`src/rtl/aneg_xp_pkg.sv`:
```
package aneg_xp_pkg;

    localparam int REG_W     = 16;
    localparam int FAULT_BIT = 4;
    localparam int LPNP_BIT  = 3;
    localparam int LNP_BIT   = 2;
    localparam int PAGE_BIT  = 1;
    localparam int LPAN_BIT  = 0;
    localparam int USED_W    = FAULT_BIT + 1;

    // sticky bits, one index each in the latch vector
    localparam int STICKY_N    = 2;
    localparam int STICKY_PAGE = 0;
    localparam int STICKY_FLT  = 1;

    typedef logic [REG_W-1:0] xp_word_t;

    typedef struct packed {
        logic fault;
        logic page;
    } xp_sticky_t;

    typedef struct packed {
        logic np;
        logic an;
    } xp_partner_t;

    function automatic xp_word_t xp_pack(xp_sticky_t s, xp_partner_t p, logic lnp);
        xp_word_t w;
        w            = '0;
        w[FAULT_BIT] = s.fault;
        w[LPNP_BIT]  = p.np;
        w[LNP_BIT]   = lnp;
        w[PAGE_BIT]  = s.page;
        w[LPAN_BIT]  = p.an;
        return w;
    endfunction

endpackage

```
`src/rtl/aneg_xp_sticky.sv`:
```
module aneg_xp_sticky #(
    parameter int N = 2
) (
    input  logic         clk,
    input  logic         rst,
    input  logic [N-1:0] set_i,
    input  logic         clr_i,
    output logic [N-1:0] q_o
);

    // a set in the clearing cycle takes priority, so no event is dropped
    for (genvar i = 0; i < N; i++) begin : g_bit
        always_ff @(posedge clk) begin
            if (rst)
                q_o[i] <= 1'b0;
            else if (set_i[i])
                q_o[i] <= 1'b1;
            else if (clr_i)
                q_o[i] <= 1'b0;
        end
    end

endmodule

```
`src/rtl/aneg_xp_partner.sv`:
```
module aneg_xp_partner
    import aneg_xp_pkg::*;
(
    input  logic        clk,
    input  logic        rst,
    input  logic        cw_stored_i,
    input  logic        cw_np_i,
    input  logic        flp_ok_i,
    input  logic        an_reset_i,
    output xp_partner_t st_o
);

    always_ff @(posedge clk) begin
        if (rst || an_reset_i) begin
            st_o <= '0;
        end else begin
            if (cw_stored_i)
                st_o.np <= cw_np_i;
            if (flp_ok_i)
                st_o.an <= 1'b1;
        end
    end

endmodule

```
`src/rtl/aneg_xp_rdport.sv`:
```
module aneg_xp_rdport
    import aneg_xp_pkg::*;
#(
    parameter int ADDR_W   = 5,
    parameter int REG_ADDR = 6
) (
    input  logic              clk,
    input  logic              rst,
    input  logic              rd_en_i,
    input  logic [ADDR_W-1:0] rd_addr_i,
    input  xp_word_t          word_i,
    output logic              hit_o,
    output xp_word_t          rd_data_o
);

    localparam logic [ADDR_W-1:0] MATCH = ADDR_W'(REG_ADDR);

    assign hit_o = rd_en_i && (rd_addr_i == MATCH);

    always_ff @(posedge clk) begin
        if (rst)
            rd_data_o <= '0;
        else if (hit_o)
            rd_data_o <= word_i;
        else
            rd_data_o <= '0;
    end

endmodule

```
`src/rtl/aneg_xp_status.sv`:
```
module aneg_xp_status
    import aneg_xp_pkg::*;
#(
    parameter int   ADDR_W   = 5,
    parameter int   REG_ADDR = 6,
    parameter logic LOCAL_NP = 1'b1
) (
    input  logic              clk,
    input  logic              rst,
    input  logic              pd_fault_i,
    input  logic              cw_stored_i,
    input  logic              cw_np_i,
    input  logic              flp_ok_i,
    input  logic              an_reset_i,
    input  logic              rd_en_i,
    input  logic [ADDR_W-1:0] rd_addr_i,
    output logic [15:0]       rd_data_o
);

    logic [STICKY_N-1:0] sticky_set;
    logic [STICKY_N-1:0] sticky_q;
    logic                rd_hit;
    xp_sticky_t          sticky_st;
    xp_partner_t         partner_st;
    xp_word_t            stat_w;
    xp_word_t            rd_word;

    always_comb begin
        sticky_set              = '0;
        sticky_set[STICKY_FLT]  = pd_fault_i;
        sticky_set[STICKY_PAGE] = cw_stored_i;
        sticky_st.fault         = sticky_q[STICKY_FLT];
        sticky_st.page          = sticky_q[STICKY_PAGE];
    end

    aneg_xp_sticky #(.N(STICKY_N)) u_sticky (
        .clk   (clk),
        .rst   (rst),
        .set_i (sticky_set),
        .clr_i (rd_hit),
        .q_o   (sticky_q)
    );

    aneg_xp_partner u_partner (
        .clk         (clk),
        .rst         (rst),
        .cw_stored_i (cw_stored_i),
        .cw_np_i     (cw_np_i),
        .flp_ok_i    (flp_ok_i),
        .an_reset_i  (an_reset_i),
        .st_o        (partner_st)
    );

    assign stat_w = xp_pack(sticky_st, partner_st, LOCAL_NP);

    aneg_xp_rdport #(.ADDR_W(ADDR_W), .REG_ADDR(REG_ADDR)) u_rdport (
        .clk       (clk),
        .rst       (rst),
        .rd_en_i   (rd_en_i),
        .rd_addr_i (rd_addr_i),
        .word_i    (stat_w),
        .hit_o     (rd_hit),
        .rd_data_o (rd_word)
    );

    assign rd_data_o = rd_word;

endmodule

```
`config.mk`:
```
export PLATFORM = sky130hd
export DESIGN_NAME = aneg_xp_status
export DESIGN_NICKNAME = d
export VERILOG_FILES = /design/src/rtl/aneg_xp_pkg.sv /design/src/rtl/aneg_xp_sticky.sv /design/src/rtl/aneg_xp_partner.sv /design/src/rtl/aneg_xp_rdport.sv /design/src/rtl/aneg_xp_status.sv
export SDC_FILE = /design/constraint.sdc
export NUM_CORES = 1
export LEC_CHECK = 0
export CORE_AREA = 2 2 39 41
export CTS_BUF_LIST = sky130_fd_sc_hd__clkbuf_4
export DETAILED_ROUTE_END_ITERATION = 8
export DIE_AREA = 0 0 41 43
export DONT_BUFFER_PORTS = 1
export PLACE_DENSITY = 0.5
export REMOVE_ABC_BUFFERS = 1
export SETUP_SLACK_MARGIN = 0.3
export SKIP_LAST_GASP = 1
export SYNTH_ARGS = -nofsm -noshare
export SYNTH_HDL_FRONTEND = slang
export SYNTH_SLANG_ARGS = --single-unit
```
`constraint.sdc`:
```
create_clock -name clk -period 0.8 [get_ports clk]
set_input_delay 0.12 -clock clk [delete_from_list [all_inputs] [get_ports clk]]
set_output_delay 0.12 -clock clk [all_outputs]
set_load 0.01 [all_outputs]
```
# Word-level counts from Yosys, hierarchy flattened
# Index checks and enable logic that the tools add are counted.
[classes]
n_eq_ne = 1
n_reduce_logical = 5
n_mux = 4
n_addsub = 0
mul = 0
n_div = 0
shifts = 0
n_lt_le_gt_ge = 0
n_bitwise = 1
[op_table]
columns = ["op", "n"]
rows = [
  ["$eq A5 B3 Y1 const B", 1],
  ["$reduce_bool A2 Y1", 2],
  ["$mux W1", 3],
  ["$mux W3", 1],
  ["$reduce_or A2 Y1", 1],
  ["$logic_and A1 B1 Y1", 1],
  ["$logic_or A1 B1 Y1", 1],
  ["$not A1 Y1", 1],
]
[word_totals]
regBits = 20
mem_bits_rw = 0
wordCells = 17
mem_bits_ro = 0
latch_bits = 0
output_inout_bits = 16
input_bits = 13
memories = 0

# Depth between registers and ports, before layout
[logic_depth]
word_depth = 4
depth_mapped = 2
depth_no_buf = 2

# Modules after synthesis
# From an unflattened synthesis, not the netlist that was laid out.
[hier_totals]
cells_unflattened = 54
hier_area_um2 = 676.9
[modules_own_cells]
columns = ["mod", "area_each_um2", "n_inst", "cells_per_inst", "seq_area_each_um2"]
rows = [
  ["aneg_xp_rdport", 530.5, 1, 38, 320.3],
  ["aneg_xp_sticky", 70.1, 1, 8, 40.0],
  ["aneg_xp_partner", 68.8, 1, 6, 40.0],
  ["aneg_xp_status", 7.5, 1, 2, 0.0],
]

# Least setup slack after synthesis
# No wires, ideal clock.
[synth_timing]
path_kind = "input to register"
from = "input port rst"
to = "register u_rdport.rd_data_o[0]"
slack_ns = 0.095
setup_time_ns = 0.079
cell_stages = 2
required_time_ns = 0.721
arrival_time_ns = 0.626
n_path_buf = 0
path_cell_list = "or3b_4 > nor3_1"
[synth_between]
elab_chain_len = 1
[synth_rtl]
columns = ["item", "line", "text"]
rows = [
  ["from (decl)", "aneg_xp_status.sv:9", "input logic rst,"],
  ["$reduce_or A2 Y1 (no line)", "n/a", ""],
  ["to (signal assigned)", "aneg_xp_rdport.sv:24", "rd_data_o <= word_i;"],
  ["to (decl)", "aneg_xp_rdport.sv:13", "output xp_word_t rd_data_o"],
]
# No other way between the ends.
# A chain may end at the register's enable or synchronous reset.

# Worst setup path in the final report
[layout_timing]
from = "register u_rdport.rd_data_o[4]"
to = "output port rd_data_o[4]"
[layout_rtl]
columns = ["item", "line", "text"]
rows = [
  ["to (decl)", "aneg_xp_status.sv:17", "output logic [15:0] rd_data_o"],
]
# No word-level cell between the ends.

==> run metrics <==
drt pass-1 iters=2; CTS clk-pin slew, worst paths=0.06 ns; pwr dens=2070 nW/µm²; initial antenna violation count=0; Core ar.=1380 µm²; worst hold start=rst; crit path DAT=0.60 ns; clk_skew=0.00724 ns; I/O Buffers=0; # fillers=151; Cells after DPL=58; ANT nets after route=0; Skew-Pair Late Insertion Delay=0.26 ns; top cells by count, synth=11 x buf_4, 9 x dfxtp_1, 6 x nor2_1, 6 x nor3_1, 4 x inv_1; final period utilization=90.1%; Worst Max-Slew Pin Slew=0.483 ns; fraction of layout cells with a size suffix above 1=53.2%; Antenna Cells=0; CTS Root Cell=clkbuf_4; I/O Pins=29; vias in the first global route=242; DR vias/cell=4.33; Min Clock Period, post-route=0.721 ns; WP data required=0.68 ns; pin count of the biggest net entering global routing=6; CTS sink count=9; mapped cell area=394 µm²; worst setup path startpoint=u_rdport.rd_data_o[4]; final hold vios=4; EDFF count, synth=0; top post-synthesis cells by area=dfxtp_1 46%, buf_4 21%, nor3_1 7.6%, nor2_1 5.7%, a311oi_1 4.4%; hold_ws=-0.0876 ns; first-pass GRT wire length=1060 µm; DR vias=273; Reg2Reg Setup Slack=0.11 ns; RePlAce Congestion=0.678; remaining global-route overflow=0; failing checks=hold timing; P_leak=0.176 nW; Slew Viols, Final=0; Yosys reg bits=9; WS Path Type=flip-flop to output port; status=complete, but fails checks; Hold WC Path Type=input pin to flip-flop; Synth area leader=dfxtp_1; Slew HR=67.4%; reg2reg start=u_sticky.q_o[0]; # nets final=61; final worst-path setup slack=0.0788 ns; area share of the largest cell type after synthesis=45.7%; TritonCTS clock tree=done; Seq/Total Area, Yosys=45.7%; clk buf depth=2; H-tree Lvls=1; Die Ht=43 µm; Avg Cell Area, Syn=9.17 µm²; most used flip-flop cell after synthesis=dfxtp_1; critical path capture point type=output port; die area=1760 µm²; hpwl dp=544 µm; Max VDD drop=0.566 mV; GRT Total Usage=10.1%; most common cell in the netlist=buf_4; FFs w/ async S/R, synth=0%; synth warn=0; Die X=41 µm; Non-Filler Instances=63; Area Growth Syn to Fin=14.0%; RSZ-0062 raised after global routing=yes; row count=14; WL/cell=10.7 µm; Initial Util=28.5%; # DRC=0; Setup-failing EPs final=0; Place WS=-0.0158 ns; Total Wirelength=676 µm; CTS buffer count=3; synthesized instance count=43; DRT iter0 DRCs=3; Netlist cell types=11; Worst Setup Start Kind=flip-flop; maxcap violations=0; crit path max fanout=1; upper clock frequency limit=1390 MHz
## power breakdown
| group | internal, mW | switching, mW |
|---|---|---|
| Clock | 0.226 | 0.159 |
| Sequential | 0.463 | 0.00798 |
| Combinational | 0.0286 | 0.0448 |
## per-layer routing
layer  global-route usage [%]  wire length (µm)
met3                     3.66                84
met4                     12.0                31
met2                     13.4               324
met1                     10.6               235
met5                        0                 0
## path summary, 6_finish.rpt
| path | to | cells after the start |
|---|---|---|
| setup / recovery | rd_data_o[4] | 0 |
| hold / removal | u_sticky.q_o[0] | 1 |
| setup reg to reg | u_sticky.q_o[0] | 2 |
| hold reg to reg | u_rdport.rd_data_o[4] | 2 |
## layout by cell type (no fill, tap or decap), drive strengths merged
cell type,count
a311oi,2
or3b,1
nand4bb,1
nor2,6
mux2i,1
dfxtp,9
buf,1
nor3,6
conb,11
clkbuf,4
inv,4
nor4bb,1
## state kept, by name, summed over array words and instances (netlist names)
register,count
u_rdport.rd_data_o,5
u_partner.st_o,2
u_sticky.q_o,2
## repair_timing
| action | CTS | global route |
|---|---|---|
| pin swaps | 7 | 2 |
| buffers inserted | 0 | 1 |
| setup endpoints to repair | 13 | 13 |
| hold endpoints to repair | 4 | 4 |
| resized for setup | 16 | 3 |
## metrics by stage
step / utilization [%] / area, µm² / power [mW] / setup TNS (ns) / hold slack, ns
floorplan: - / 349 / 0.528 / 0 / 0.192
global placement: 26.7 / 369 / 0.534 / -0.0612 / 0.197
detailed placement: 26.7 / 369 / 0.534 / -0.0316 / 0.197
CTS: 30.9 / 428 / 0.923 / 0 / -0.0855
global route: 32.5 / 449 / 0.972 / 0 / -0.0962
finish: 32.5 / 449 / 0.929 / 0 / -0.0876
## cell families (layout without fill, tap and decap cells)
| kind of cell | after synthesis | count (layout) | synth area share, % |
|---|---|---|---|
| and+or+nand+nor | 15 | 15 | 21.6 |
| buffers and inverters | 15 | 9 | 24.8 |
| DFF | 9 | 9 | 45.7 |
| AOI/OAI and AO/OA | 2 | 2 | 4.45 |
| other | 1 | 11 | 0.951 |
| muxes | 1 | 1 | 2.54 |
## area by class of cell
cell class                      instances  area (µm²)  share of cell area, %
Multi-Input combinational cell         29         185                   41.2
Clock buffer                            4        30.0                   6.69
Sequential cell                         9         191                   42.6
Timing Repair Buffer                    1        7.51                   1.67
Inverter                                4        15.0                   3.34
Tap cell                               16        20.0                   4.46
Note: power is estimated with default switching activity, not from simulation.
